## src/rtl/chstat_pkg.sv

```systemverilog
// Package: shared register-select encoding and defined-bit masks for the
// channel status block. Assumes 16-bit registers.
package chstat_pkg;

    localparam int SEL_W = 3;

    typedef enum logic [SEL_W-1:0] {
        SEL_COND = 3'd0,
        SEL_RISE = 3'd1,
        SEL_FALL = 3'd2,
        SEL_EVT  = 3'd3,
        SEL_ENA  = 3'd4
    } sel_e;

    localparam logic [15:0] QUES_BITS = 16'h5417;
    localparam logic [15:0] OPER_BITS = 16'h007F;

endpackage

```

## src/rtl/chstat_sync.sv

```systemverilog
// Two-flop synchroniser for a bus of independent level signals.
// Assumes each bit is a slowly changing level; there is no bus coherency.
module chstat_sync #(
    parameter int W = 16
) (
    input  logic         clk,
    input  logic         rst_n,
    input  logic [W-1:0] d_i,
    output logic [W-1:0] q_o
);
    logic [W-1:0] meta_q;
    logic [W-1:0] sync_q;

    // Two register stages, cleared by reset.
    always_ff @(posedge clk) begin
        if (!rst_n) begin
            meta_q <= '0;
            sync_q <= '0;
        end else begin
            meta_q <= d_i;
            sync_q <= meta_q;
        end
    end

    assign q_o = sync_q;
endmodule

```

## src/rtl/chstat_group.sv

```systemverilog
// One status register group: synchronised condition, rising and falling
// edge filters, sticky event register, enable mask and summary bit.
// Assumes the parent decodes the address and raises wr_en_i or clr_i only
// for this group. VALID marks the defined bit positions.
module chstat_group
    import chstat_pkg::*;
#(
    parameter int          W     = 16,
    parameter logic [W-1:0] VALID = '1
) (
    input  logic             clk,
    input  logic             rst_n,
    input  logic [W-1:0]     cond_i,
    input  logic             wr_en_i,
    input  logic [SEL_W-1:0] sel_i,
    input  logic [W-1:0]     wr_data_i,
    input  logic             clr_i,
    output logic [W-1:0]     rd_val_o,
    output logic             sum_o
);
    logic [W-1:0] cond_s;
    logic [W-1:0] cond_q;
    logic [W-1:0] rise_q;
    logic [W-1:0] fall_q;
    logic [W-1:0] ena_q;
    logic [W-1:0] evt_q;
    logic [W-1:0] up_w;
    logic [W-1:0] dn_w;
    logic [W-1:0] set_w;

    chstat_sync #(.W(W)) sync_i (
        .clk   (clk),
        .rst_n (rst_n),
        .d_i   (cond_i),
        .q_o   (cond_s)
    );

    // Previous synchronised condition, used for edge detection.
    always_ff @(posedge clk) begin
        if (!rst_n) cond_q <= '0;
        else        cond_q <= cond_s;
    end

    // Edge detection and filtering against the programmed filters.
    always_comb begin
        up_w  = cond_s & ~cond_q;
        dn_w  = ~cond_s & cond_q;
        set_w = ((up_w & rise_q) | (dn_w & fall_q)) & VALID;
    end

    // Rising-edge filter register, all defined bits on at reset.
    always_ff @(posedge clk) begin
        if (!rst_n)                            rise_q <= VALID;
        else if (wr_en_i && sel_i == SEL_RISE) rise_q <= wr_data_i & VALID;
    end

    // Falling-edge filter register.
    always_ff @(posedge clk) begin
        if (!rst_n)                            fall_q <= '0;
        else if (wr_en_i && sel_i == SEL_FALL) fall_q <= wr_data_i & VALID;
    end

    // Enable mask register.
    always_ff @(posedge clk) begin
        if (!rst_n)                           ena_q <= '0;
        else if (wr_en_i && sel_i == SEL_ENA) ena_q <= wr_data_i & VALID;
    end

    // Sticky event register; a new set outranks a same-edge clear.
    always_ff @(posedge clk) begin
        if (!rst_n) evt_q <= '0;
        else        evt_q <= (clr_i ? '0 : evt_q) | set_w;
    end

    // Read-back selection for the parent's read mux.
    always_comb begin
        case (sel_i)
            SEL_COND: rd_val_o = cond_s & VALID;
            SEL_RISE: rd_val_o = rise_q;
            SEL_FALL: rd_val_o = fall_q;
            SEL_EVT:  rd_val_o = evt_q;
            SEL_ENA:  rd_val_o = ena_q;
            default:  rd_val_o = '0;
        endcase
    end

    assign sum_o = |(evt_q & ena_q);


    rise_latch_chk: assert property (@(posedge clk) disable iff (!rst_n)
        ((cond_s & ~cond_q & rise_q & VALID) != '0) |=>
        ((evt_q & $past(cond_s & ~cond_q & rise_q & VALID))
            == $past(cond_s & ~cond_q & rise_q & VALID)));


    fall_latch_chk: assert property (@(posedge clk) disable iff (!rst_n)
        ((~cond_s & cond_q & fall_q & VALID) != '0) |=>
        ((evt_q & $past(~cond_s & cond_q & fall_q & VALID))
            == $past(~cond_s & cond_q & fall_q & VALID)));


    evt_sticky_chk: assert property (@(posedge clk) disable iff (!rst_n)
        !clr_i |=> ((evt_q & $past(evt_q)) == $past(evt_q)));


    rise_write_chk: assert property (@(posedge clk) disable iff (!rst_n)
        (wr_en_i && sel_i == SEL_RISE) |=> (rise_q == $past(wr_data_i & VALID)));
endmodule

```

## src/rtl/chstat_top.sv

```systemverilog
// Status register block for NUM_CH channels, each with a questionable and an
// operation group. Decodes the host register port, clears event registers
// on read, and ORs per-channel summaries into two outputs.
// Assumes NUM_CH is a power of two of at least 2.
module chstat_top
    import chstat_pkg::*;
#(
    parameter int              NUM_CH    = 4,
    parameter int              DATA_W    = 16,
    parameter logic [DATA_W-1:0] Q_VALID = QUES_BITS,
    parameter logic [DATA_W-1:0] O_VALID = OPER_BITS,
    localparam int             CH_W      = $clog2(NUM_CH),
    localparam int             ADDR_W    = CH_W + 1 + SEL_W
) (
    input  logic                     clk,
    input  logic                     rst_n,
    input  logic [NUM_CH*DATA_W-1:0] ques_cond_i,
    input  logic [NUM_CH*DATA_W-1:0] oper_cond_i,
    input  logic                     reg_wr_i,
    input  logic                     reg_rd_i,
    input  logic [ADDR_W-1:0]        reg_addr_i,
    input  logic [DATA_W-1:0]        reg_wdata_i,
    output logic [DATA_W-1:0]        reg_rdata_o,
    output logic                     ques_sum_o,
    output logic                     oper_sum_o
);
    localparam int NGRP  = NUM_CH * 2;
    localparam int IDX_W = CH_W + 1;

    logic [SEL_W-1:0] sel_w;
    logic [IDX_W-1:0] idx_w;
    logic [DATA_W-1:0] grp_rd [NGRP];
    logic [NUM_CH-1:0] q_sum_vec;
    logic [NUM_CH-1:0] o_sum_vec;
    logic [DATA_W-1:0] rd_mux_w;

    assign sel_w = reg_addr_i[SEL_W-1:0];
    assign idx_w = reg_addr_i[ADDR_W-1:SEL_W];

    for (genvar c = 0; c < NUM_CH; c++) begin : g_ch
        for (genvar g = 0; g < 2; g++) begin : g_grp
            localparam int GI = c * 2 + g;
            logic hit_w;
            logic sum_w;
            assign hit_w = (idx_w == IDX_W'(GI));

            chstat_group #(
                .W     (DATA_W),
                .VALID ((g == 0) ? Q_VALID : O_VALID)
            ) grp_i (
                .clk       (clk),
                .rst_n     (rst_n),
                .cond_i    ((g == 0) ? ques_cond_i[c*DATA_W +: DATA_W]
                                     : oper_cond_i[c*DATA_W +: DATA_W]),
                .wr_en_i   (reg_wr_i && hit_w),
                .sel_i     (sel_w),
                .wr_data_i (reg_wdata_i),
                .clr_i     (reg_rd_i && hit_w && sel_w == SEL_EVT),
                .rd_val_o  (grp_rd[GI]),
                .sum_o     (sum_w)
            );

            if (g == 0) begin : g_q
                assign q_sum_vec[c] = sum_w;
            end else begin : g_o
                assign o_sum_vec[c] = sum_w;
            end
        end
    end

    // Select the addressed group's read value.
    always_comb rd_mux_w = grp_rd[idx_w];

    // Registered read data, zero when no read is issued.
    always_ff @(posedge clk) begin
        if (!rst_n)        reg_rdata_o <= '0;
        else if (reg_rd_i) reg_rdata_o <= rd_mux_w;
        else               reg_rdata_o <= '0;
    end

    assign ques_sum_o = |q_sum_vec;
    assign oper_sum_o = |o_sum_vec;


    unused_sel_chk: assert property (@(posedge clk) disable iff (!rst_n)
        (reg_rd_i && sel_w > SEL_W'(4)) |=> (reg_rdata_o == '0));
endmodule

```

## config.mk

```make
export PLATFORM = sky130hd
export DESIGN_NAME = chstat_top
export DESIGN_NICKNAME = d
export VERILOG_FILES = /design/src/rtl/chstat_pkg.sv /design/src/rtl/chstat_sync.sv /design/src/rtl/chstat_group.sv /design/src/rtl/chstat_top.sv
export SDC_FILE = /design/constraint.sdc
export NUM_CORES = 1
export LEC_CHECK = 0
export BUFFER_PORTS_ARGS = -buffer_cell sky130_fd_sc_hd__buf_2
export CAP_MARGIN = 20
export CORE_ASPECT_RATIO = 2
export CORE_UTILIZATION = 60
export DETAILED_ROUTE_END_ITERATION = 16
export PLACE_DENSITY = 0.81
export SYNTH_ARGS = -nofsm -noshare
export SYNTH_HDL_FRONTEND = slang
export SYNTH_SLANG_ARGS = --single-unit
```

## constraint.sdc

```tcl
create_clock -name clk -period 2.8 [get_ports clk]
set_clock_uncertainty 0.1 [all_clocks]
set_input_delay 0.56 -clock clk [delete_from_list [all_inputs] [get_ports clk]]
set_output_delay 0.56 -clock clk [all_outputs]
set_load 0.005 [all_outputs]
```

==> out/metrics.yaml, run 1 <==
run_status: "finished, final reports clean"
worst-setup-path-type: "flip-flop to primary output"
synthMostInstantiatedCell: "sky130_fd_sc_hd__dfxtp_1"
dr_total_vias: 13496
post-cts-setup-buffers: 0
clk_pin_slew_worst_paths_ns: 0.07
postRouteAntennaNets: 0
grt_pass1_wl_um: 74100
gr-total-overflow: 0
synth.top_cell.area_share_pct: 48.1
post_synth_main_area_contributors: "sky130_fd_sc_hd__dfxtp_1 48%, sky130_fd_sc_hd__mux2i_1 7.0%, sky130_fd_sc_hd__and2_1 6.4%"
critical-path-max-stage-delay_ns: 0.34
leakagePower_nw: 7.32
fraction_of_layout_cells_with_a_size_suffix_above_1_pct: 14.2
finalNetCount: 1984
post_cts_resize_count: 0
yosysUniqueCellTypes: 63
holdBufCountCts: 0
final-instance-count-excl-fill: 2209
p_total_mw: 11.8
post-route-period-util_pct: 96.6
netlist_top_cells_count: "402 x sky130_fd_sc_hd__dfxtp_1, 234 x sky130_fd_sc_hd__nand2_1, 170 x sky130_fd_sc_hd__and2_1"
io_pins: 172
gr-usage-met1_pct: 33.3
remaining_drc_errors: 0
finalMaxSlewViolations: 0
max_cap_viol_count: 0
grt_met2_use_pct: 60.4
die_area_mm2: 0.0286
mappedNetlistArea_mm2: 0.0167
max-vdd-ir-drop_uv: 495
wirelength_per_cell_um: 21.8
grt.met3_usage_pct: 5.40
tightestPinTransition_ns: 0.883
cpLargestDelayFamily: "simple AND/OR/NAND/NOR gates"
start_util_pct: 60.9
final_hold_viol_count: 0
hp-class: "input port to flip-flop"
grt_pass1_vias: 13448
fin_worst_hold_slack_ns: 0.122
die_x_um: 120
insertion_delay_ns: 0.54
critical_path_fanouts_max: 3
seq_total_area_yosys_pct: 48.1
synth-edff-count: 0
cts-root-buf: "sky130_fd_sc_hd__clkbuf_16"
power_density_mw_per_mm2: 629
layout.core_utilization_pct: 68.4
cp_cell_sequence: "a22o_1 > a221oi_1 > nand3_1 > nor2_1 > nand4_1 > buf_2"
portBuffers: 87
worst_max_slew_margin_expressed_relative_to_the_limit_pct: 41.0
cts-root-to-sink-buffers: 3
crit_path_start_kind: "flip-flop"
grt_start_max_net_pins: 152
drt_first_iter_violations: 1012
synth_top_flop_cell: "sky130_fd_sc_hd__dfxtp_1"
grt_use_total_pct: 34.1
ys_async_sr_fraction_pct: 0
cts_tree: "built"
nFillCells: 2143
floorplan.rows: 86
areaGrowthSynthToFinish_pct: 12.3
timing.final.crit_period_ns: 2.70
detailed_placer_s_ending_hpwl_um: 34100
crit_required_ns: 2.14
critical-path-slowest-cell: "sky130_fd_sc_hd__dfxtp_1"
ys_warn_count: 0
synth-seq-cells: 402
finalSetupViolations: 0
gp_congestion: 0.944
rsz_0062_raised_after_global_routing: "no"
via_per_inst: 6.11
grt_most_used_layer: "met2"
setup.worst_path.end_class: "primary output"
placedCellCount: 2144
crit_buf_inv: 1
synth_largest_area_cell: "sky130_fd_sc_hd__dfxtp_1"
clock_sinks: 402
firstDrtPassIters: 7
crit_arrival_ns: 2.04
max_freq_ghz: 0.370
avgSynthCellArea_um2: 9.53
cts.htree.levels: 2
setup_total_negative_slack_ns: 0
die_height_um: 238
tritoncts.num_buffers: 36
core_region_area_mm2: 0.0274
grt_antenna_before_repair: 0
route.final.wire_length_um: 48200
postSynthCellCount: 1755
final timing paths:
| path | from | endpoint | slack (ns) | cells past startpoint |
|---|---|---|---|---|
| min reg2reg | g_ch[0].g_grp[1].grp_i.sync_i.meta_q[0] | g_ch[0].g_grp[1].grp_i.sync_i.q_o[0] | 0.33 | 1 |
| max reg2reg | g_ch[1].g_grp[0].grp_i.sync_i.q_o[14] | reg_rdata_o[14] | 0.94 | 5 |
| min | oper_cond_i[6] | g_ch[0].g_grp[1].grp_i.sync_i.meta_q[6] | 0.12 | 2 |
| max | g_ch[1].g_grp[1].grp_i.evt_q[5] | oper_sum_o | 0.1 | 6 |
sequential cells by signal, indices dropped and copies added (netlist names):
signal	count
g_ch.g_grp.grp_i.evt_q	56
g_ch.g_grp.grp_i.sync_i.meta_q	56
g_ch.g_grp.grp_i.sync_i.q_o	56
g_ch.g_grp.grp_i.cond_q	56
reg_rdata_o	10
g_ch.g_grp.grp_i.ena_q	56
g_ch.g_grp.grp_i.fall_q	56
g_ch.g_grp.grp_i.rise_q	56
cell usage in the layout (no fill, tap or decap), types with 8 or more instances in the layout:
cell	instances
sky130_fd_sc_hd__buf_2	85
sky130_fd_sc_hd__a21boi_0	49
sky130_fd_sc_hd__clkbuf_16	38
sky130_fd_sc_hd__o21ai_0	94
sky130_fd_sc_hd__a221oi_1	23
sky130_fd_sc_hd__nor2_1	32
sky130_fd_sc_hd__nand2_1	234
sky130_fd_sc_hd__o221ai_1	8
sky130_fd_sc_hd__a21oi_1	69
sky130_fd_sc_hd__a22o_1	11
sky130_fd_sc_hd__and2_1	170
sky130_fd_sc_hd__a221o_1	10
sky130_fd_sc_hd__mux2_2	16
sky130_fd_sc_hd__dfxtp_1	402
sky130_fd_sc_hd__mux2i_1	117
sky130_fd_sc_hd__nand3_1	79
sky130_fd_sc_hd__clkbuf_1	9
sky130_fd_sc_hd__buf_12	8
sky130_fd_sc_hd__a22oi_1	36
sky130_fd_sc_hd__mux4_2	19
sky130_fd_sc_hd__buf_4	53
sky130_fd_sc_hd__nor2b_1	122
sky130_fd_sc_hd__nand4_1	8
sky130_fd_sc_hd__nand3b_1	60
kinds of logic (layout without fill, tap and decap cells):
family / count (synthesis) / in the layout / synth area share [%]
multiplexers: 155 / 155 / 10.8
buffers and inverters: 117 / 213 / 3.52
other: 1 / 7 / 0.0224
flip-flops: 402 / 402 / 48.1
AND/OR/NAND/NOR: 739 / 739 / 24.0
AO/OA/AOI/OAI: 341 / 341 / 13.5
per-layer routing:
metal	share of wire, %	routed length (um)	vias up
met2	51	24400	563
met4	10	5050	0
li1	-	-	6260
met5	0	0	-
met3	5.4	2600	242
met1	34	16200	6431
metrics by stage:
step | cell area [um^2] | setup WS (ns)
final | 18800 | 0.0963
after global routing | 18800 | 0.00956
after CTS | 18800 | 0.0926
after detailed placement | 17600 | 0.0688
after global placement | 17600 | 0.103
after floorplan | 16700 | 0.776
cell type report:
class	instances	area (um^2)	area share [%]
flip-flops and latches	402	8050	42.8
well taps	352	440	2.34
inverters	2	7.51	0.0400
multi-input cells	1241	8100	43.1
diodes	1	2.50	0.0133
clock inverters	13	144	0.766
clock buffers	51	1040	5.54
repair buffers	147	998	5.32
power breakdown:
| group | leakage (nW) | internal [mW] | switching [mW] |
|---|---|---|---|
| Sequential | 3.28 | 5.87 | 0.120 |
| Combinational | 3.47 | 0.361 | 0.503 |
| Clock | 0.567 | 2.80 | 2.16 |
Note: power is estimated with default switching activity, not from simulation.
==> inputs of run 2 (changes only) <==
==> constraint.sdc (replaced) <==
create_clock -name clk -period 3.4 [get_ports clk]
set_clock_uncertainty 0.1 [all_clocks]
set_input_delay 0.68 -clock clk [delete_from_list [all_inputs] [get_ports clk]]
set_output_delay 0.68 -clock clk [all_outputs]
set_load 0.005 [all_outputs]
==> out/metrics.yaml, run 2 (synthesized netlist as in run 1, its figures left out) <==
tightestPinTransition_ns: 0.891
portBuffers: 87
max-vdd-ir-drop_uv: 519
grt_pass1_wl_um: 73900
final-instance-count-excl-fill: 2186
max_freq_ghz: 0.354
crit_path_start_kind: "flip-flop"
fraction_of_layout_cells_with_a_size_suffix_above_1_pct: 13.1
areaGrowthSynthToFinish_pct: 11.1
leakagePower_nw: 7.21
via_per_inst: 6.13
place_worst_setup_slack_ns: 0.449
detailed_placer_s_ending_hpwl_um: 33200
setup_total_negative_slack_ns: 0
crit_required_ns: 2.62
wirelength_per_cell_um: 21.9
fin_worst_hold_slack_ns: 0.240
finalSetupViolations: 0
run_status: "finished, final reports clean"
cp-startpoint: "g_ch[1].g_grp[1].grp_i.evt_q[5]"
dpl-instance-area_mm2: 0.0174
cts.htree.levels: 2
critical-path-max-stage-delay_ns: 0.34
placedCellCount: 2122
core_region_area_mm2: 0.0274
hp-class: "input port to flip-flop"
floorplan.rows: 86
tritoncts.num_buffers: 36
grt_pass1_vias: 13318
grt_start_max_net_pins: 176
finalMaxSlewViolations: 0
holdBufCountCts: 0
multi_input_area_mm2: 0.00810
critical-path-slowest-cell: "sky130_fd_sc_hd__dfxtp_1"
start_util_pct: 60.9
cts_tree: "built"
grt_use_total_pct: 34.1
nFillCells: 2218
drt_first_iter_violations: 1174
timing.final.crit_period_ns: 2.82
critical_path.reg2reg.endpoint: "reg_rdata_o[1]"
crit_arrival_ns: 2.04
postLayoutCellArea_mm2: 0.0186
area_occupied_by_registers_mm2: 0.00805
timing.reg2reg.worst_path_depth: 6
gp_congestion: 0.980
power_density_mw_per_mm2: 528
firstDrtPassIters: 6
worst-setup-path-type: "flip-flop to primary output"
gr-total-overflow: 0
post-cts-setup-buffers: 0
layout.cells.most_common: "sky130_fd_sc_hd__dfxtp_1"
rsz_0062_raised_after_global_routing: "no"
worst_max_slew_margin_expressed_relative_to_the_limit_pct: 40.4
p_total_mw: 9.81
max_cap_viol_count: 0
cts-root-to-sink-buffers: 3
grt_antenna_before_repair: 1
io_pins: 172
insertion_delay_ns: 0.54
die_height_um: 238
layout.core_utilization_pct: 67.7
cts-root-buf: "sky130_fd_sc_hd__clkbuf_16"
dr_total_vias: 13410
most-common-layout-cells: "402 x sky130_fd_sc_hd__dfxtp_1, 234 x sky130_fd_sc_hd__nand2_1, 170 x sky130_fd_sc_hd__and2_1"
cp-endpoint: "oper_sum_o"
die_area_mm2: 0.0286
clk_pin_slew_worst_paths_ns: 0.06
post_cts_resize_count: 0
worst_r2r_startpoint: "g_ch[3].g_grp[0].grp_i.sync_i.q_o[1]"
route.final.wire_length_um: 48000
postRouteAntennaNets: 0
finalNetCount: 1962
cp_cell_sequence: "a22o_1 > a221oi_1 > nand3_1 > nor2_1 > nand4_1 > buf_2"
setup.worst_path.end_class: "primary output"
final_hold_viol_count: 0
reg2reg_setup_slack_ns: 1.42
critical_path_fanouts_max: 3
die_x_um: 120
final.setup.worst_slack_ns: 0.577
remaining_drc_errors: 0
clock_sinks: 402
post-route-period-util_pct: 83.0
[run 2: worst max-delay path, delay by kind of cell, from the launching register on]
kind	cells	cell delay, ns
simple gates	3	0.50
flops	1	0.34
compound gates	2	0.49
buf+inv	1	0.18
[run 2: where the power goes]
| group | leakage [nW] | total, mW | switching, mW | internal [mW] |
|---|---|---|---|---|
| Combinational | 3.35 | 0.691 | 0.408 | 0.283 |
| Clock | 0.580 | 4.18 | 1.79 | 2.40 |
| Sequential | 3.28 | 4.94 | 0.0989 | 4.84 |
[run 2: how the worst min path moves through the flow]
| stage | from | endpoint | slack [ns] | cells past startpoint |
|---|---|---|---|---|
| final | oper_cond_i[36] | g_ch[2].g_grp[1].grp_i.sync_i.meta_q[4] | 0.24 | 2 |
| after floorplan | g_ch[0].g_grp[0].grp_i.sync_i.meta_q[0] | g_ch[0].g_grp[0].grp_i.sync_i.q_o[0] | 0.31 | 1 |
| after global routing | oper_cond_i[36] | g_ch[2].g_grp[1].grp_i.sync_i.meta_q[4] | 0.24 | 2 |
| after detailed placement | g_ch[2].g_grp[1].grp_i.sync_i.meta_q[4] | g_ch[2].g_grp[1].grp_i.sync_i.q_o[4] | 0.32 | 1 |
| after CTS | ques_cond_i[33] | g_ch[2].g_grp[0].grp_i.sync_i.meta_q[1] | 0.23 | 2 |
| after global placement | g_ch[1].g_grp[0].grp_i.sync_i.meta_q[1] | g_ch[1].g_grp[0].grp_i.sync_i.q_o[1] | 0.31 | 1 |
[run 2: metal layers]
metal	track usage (%)	part of all wire, %	vias up
li1	-	-	6217
met3	5.04	5.7	221
met1	34.6	34	6407
met5	0	0	-
met2	58.5	50	565
met4	33.1	11	0
[run 2: area by class of cell]
cell class	count	share of cell area (%)
clock buffers	46	5.17
well taps	352	2.37
inverters	2	0.0404
repair buffers	125	4.22
diodes	1	0.0135
flip-flops and latches	402	43.3
clock inverters	17	1.23
multi-input cells	1241	43.6
==> inputs of run 3 (changes only) <==
--- a/config.mk
+++ b/config.mk
@@ -5,12 +5,13 @@
 export SDC_FILE = /design/constraint.sdc
 export NUM_CORES = 1
 export LEC_CHECK = 0
+export ABC_AREA = 1
 export BUFFER_PORTS_ARGS = -buffer_cell sky130_fd_sc_hd__buf_2
 export CAP_MARGIN = 20
 export CORE_ASPECT_RATIO = 2
-export CORE_UTILIZATION = 60
+export CORE_UTILIZATION = 59
 export DETAILED_ROUTE_END_ITERATION = 16
-export PLACE_DENSITY = 0.81
+export PLACE_DENSITY = 0.8
 export SYNTH_ARGS = -nofsm -noshare
 export SYNTH_HDL_FRONTEND = slang
 export SYNTH_SLANG_ARGS = --single-unit
==> constraint.sdc (replaced) <==
create_clock -name clk -period 2.8 [get_ports clk]
set_clock_uncertainty 0.1 [all_clocks]
set_input_delay 0.56 -clock clk [delete_from_list [all_inputs] [get_ports clk]]
set_output_delay 0.56 -clock clk [all_outputs]
set_load 0.005 [all_outputs]
==> out/metrics.yaml, run 3 <==
run_status: "finished, final reports clean"
timing.final.crit_period_ns: 2.73
post_cts_resize_count: 0
floorplan.rows: 85
postRouteAntennaNets: 0
synth-seq-cells: 402
synth_simple_gate_area_share_pct: 28.3
final-instance-count-excl-fill: 2790
synth_top_family_by_area: "simple AND/OR/NAND/NOR gates"
die_area_mm2: 0.0285
detailed_placer_s_ending_hpwl_um: 32200
firstDrtPassIters: 5
cts.htree.levels: 2
power_density_mw_per_mm2: 653
core_region_area_mm2: 0.0271
ys_warn_count: 0
hp-class: "input port to flip-flop"
synth.top_cell.area_share_pct: 49.2
seq_total_area_yosys_pct: 49.2
worst_max_slew_margin_expressed_relative_to_the_limit_pct: 51.4
muxShareOfSynthArea_pct: 0
tightestPinTransition_ns: 0.729
nFillCells: 2330
clock_sinks: 402
final_hold_viol_count: 0
synth-edff-count: 0
areaGrowthSynthToFinish_pct: 13.6
die_height_um: 238
cts-root-to-sink-buffers: 3
cp_cell_sequence: "nand2_1 > o21ai_0 > a221oi_1 > nand3_1 > nand3b_1 > buf_2"
start_util_pct: 60.4
worst_r2r_startpoint: "g_ch[2].g_grp[1].grp_i.evt_q[0]"
grt_use_total_pct: 34.6
setup_total_negative_slack_ns: 0
post_synth_main_area_contributors: "sky130_fd_sc_hd__dfxtp_1 49%, sky130_fd_sc_hd__nand2_1 14%, sky130_fd_sc_hd__inv_1 7.5%"
critical-path-slowest-cell: "sky130_fd_sc_hd__a221oi_1"
setup.worst_path.end_class: "primary output"
insertion_delay_ns: 0.54
num_antenna_cells: 0
holdBufCountCts: 0
finalNetCount: 2572
max_freq_ghz: 0.366
max-vdd-ir-drop_uv: 562
route.final.wire_length_um: 48500
finalSetupViolations: 0
dr_total_vias: 15446
layout.cells.most_common: "sky130_fd_sc_hd__nand2_1"
synth_largest_area_cell: "sky130_fd_sc_hd__dfxtp_1"
postSynthCellCount: 2336
netlist_top_cells_count: "604 x sky130_fd_sc_hd__nand2_1, 402 x sky130_fd_sc_hd__dfxtp_1, 325 x sky130_fd_sc_hd__inv_1"
cp-startpoint: "g_ch[3].g_grp[1].grp_i.evt_q[2]"
grt_antenna_before_repair: 0
tritoncts.num_buffers: 36
hp-start: "ques_cond_i[44]"
gr-total-overflow: 0
fraction_of_layout_cells_with_a_size_suffix_above_1_pct: 10.1
via_per_inst: 5.54
max_cap_viol_count: 0
crit_arrival_ns: 2.07
most-common-layout-cells: "604 x sky130_fd_sc_hd__nand2_1, 402 x sky130_fd_sc_hd__dfxtp_1, 324 x sky130_fd_sc_hd__inv_1"
fin_worst_hold_slack_ns: 0.103
post-route-period-util_pct: 97.5
worst-setup-path-type: "flip-flop to primary output"
gp_congestion: 0.916
ys_async_sr_fraction_pct: 0
cts-root-buf: "sky130_fd_sc_hd__clkbuf_16"
grt_pass1_wl_um: 76700
layout.core_utilization_pct: 68.6
crit_path_start_kind: "flip-flop"
rsz_0062_raised_after_global_routing: "no"
synth_top_flop_cell: "sky130_fd_sc_hd__dfxtp_1"
yosys.area_share.adder_pct: 0
leakagePower_nw: 9.05
critical-path-max-stage-delay_ns: 0.45
die_x_um: 120
avgSynthCellArea_um2: 7.01
post-cts-setup-buffers: 0
crit_required_ns: 2.14
drt_first_iter_violations: 1295
clk_pin_slew_worst_paths_ns: 0.06
finalMaxSlewViolations: 0
remaining_drc_errors: 0
grt_start_max_net_pins: 104
wirelength_per_cell_um: 17.4
post_synth_xor_area_fraction_pct: 0
crit_buf_inv: 1
mappedNetlistArea_mm2: 0.0164
grt_pass1_vias: 14863
complex_gate_fraction_of_the_synthesized_area_pct: 11.8
io_pins: 172
placedCellCount: 2728
cts_tree: "built"
synthMostInstantiatedCell: "sky130_fd_sc_hd__nand2_1"
critical_path_fanouts_max: 3
portBuffers: 87
cpLargestDelayFamily: "compound AO/OA/AOI/OAI gates"
yosysUniqueCellTypes: 29
## run 3: path summary, 6_finish.rpt
kind	endpoint	cells after the start	slack [ns]
worst min-delay path	g_ch[2].g_grp[0].grp_i.sync_i.meta_q[12]	3	0.10
worst max register to register	reg_rdata_o[0]	6	1.24
worst min register to register	g_ch[3].g_grp[0].grp_i.sync_i.q_o[14]	2	0.31
worst max-delay path	oper_sum_o	6	0.07
## run 3: power breakdown
part	leakage [nW]	switching, mW	total [mW]	internal (mW)
sequential	3.28	0.101	5.98	5.88
combinational	5.14	0.528	0.764	0.236
clock	0.633	2.18	5.40	3.22
## run 3: metrics by stage
stage / cell area, um^2 / power, mW / worst slack, ns
final: 18600 / 12.1 / 0.0701
after global routing: 18600 / 12.5 / 0.0446
after CTS: 18600 / 12.2 / 0.0719
after detailed placement: 17300 / 6.85 / 0.222
after global placement: 17300 / 6.83 / 0.239
after floorplan: 16400 / 6.54 / 0.904
## run 3: routing by layer
layer / global-route usage (%) / part of all wire [%] / vias up
li1: - / - / 7477
met1: 40.5 / 38 / 7045
met2: 57.6 / 47 / 704
met3: 4.63 / 7.2 / 220
met4: 25.1 / 7.5 / 0
met5: 0 / 0 / -
## run 3: layout make-up
class                      count  area, um^2  area share, %
sequential                   402        8050           43.3
inverter                     344        1290           6.94
tap                          348         435           2.34
clock inverter                16         258           1.39
multi-input combinational   1490        6590           35.4
clock buffer                  46        1020           5.48
timing repair buffer         144         961           5.17
## run 3: kinds of logic after synthesis
kind of cell	after synthesis
buffers and inverters	449
flip-flops	402
AO/OA/AOI/OAI	351
other	1
AND/OR/NAND/NOR	1133
## run 3: worst min-delay path: stages
cell                      delay [ns]
sky130_fd_sc_hd__buf_2          0.07
sky130_fd_sc_hd__nand2_1        0.04
sky130_fd_sc_hd__inv_1          0.04
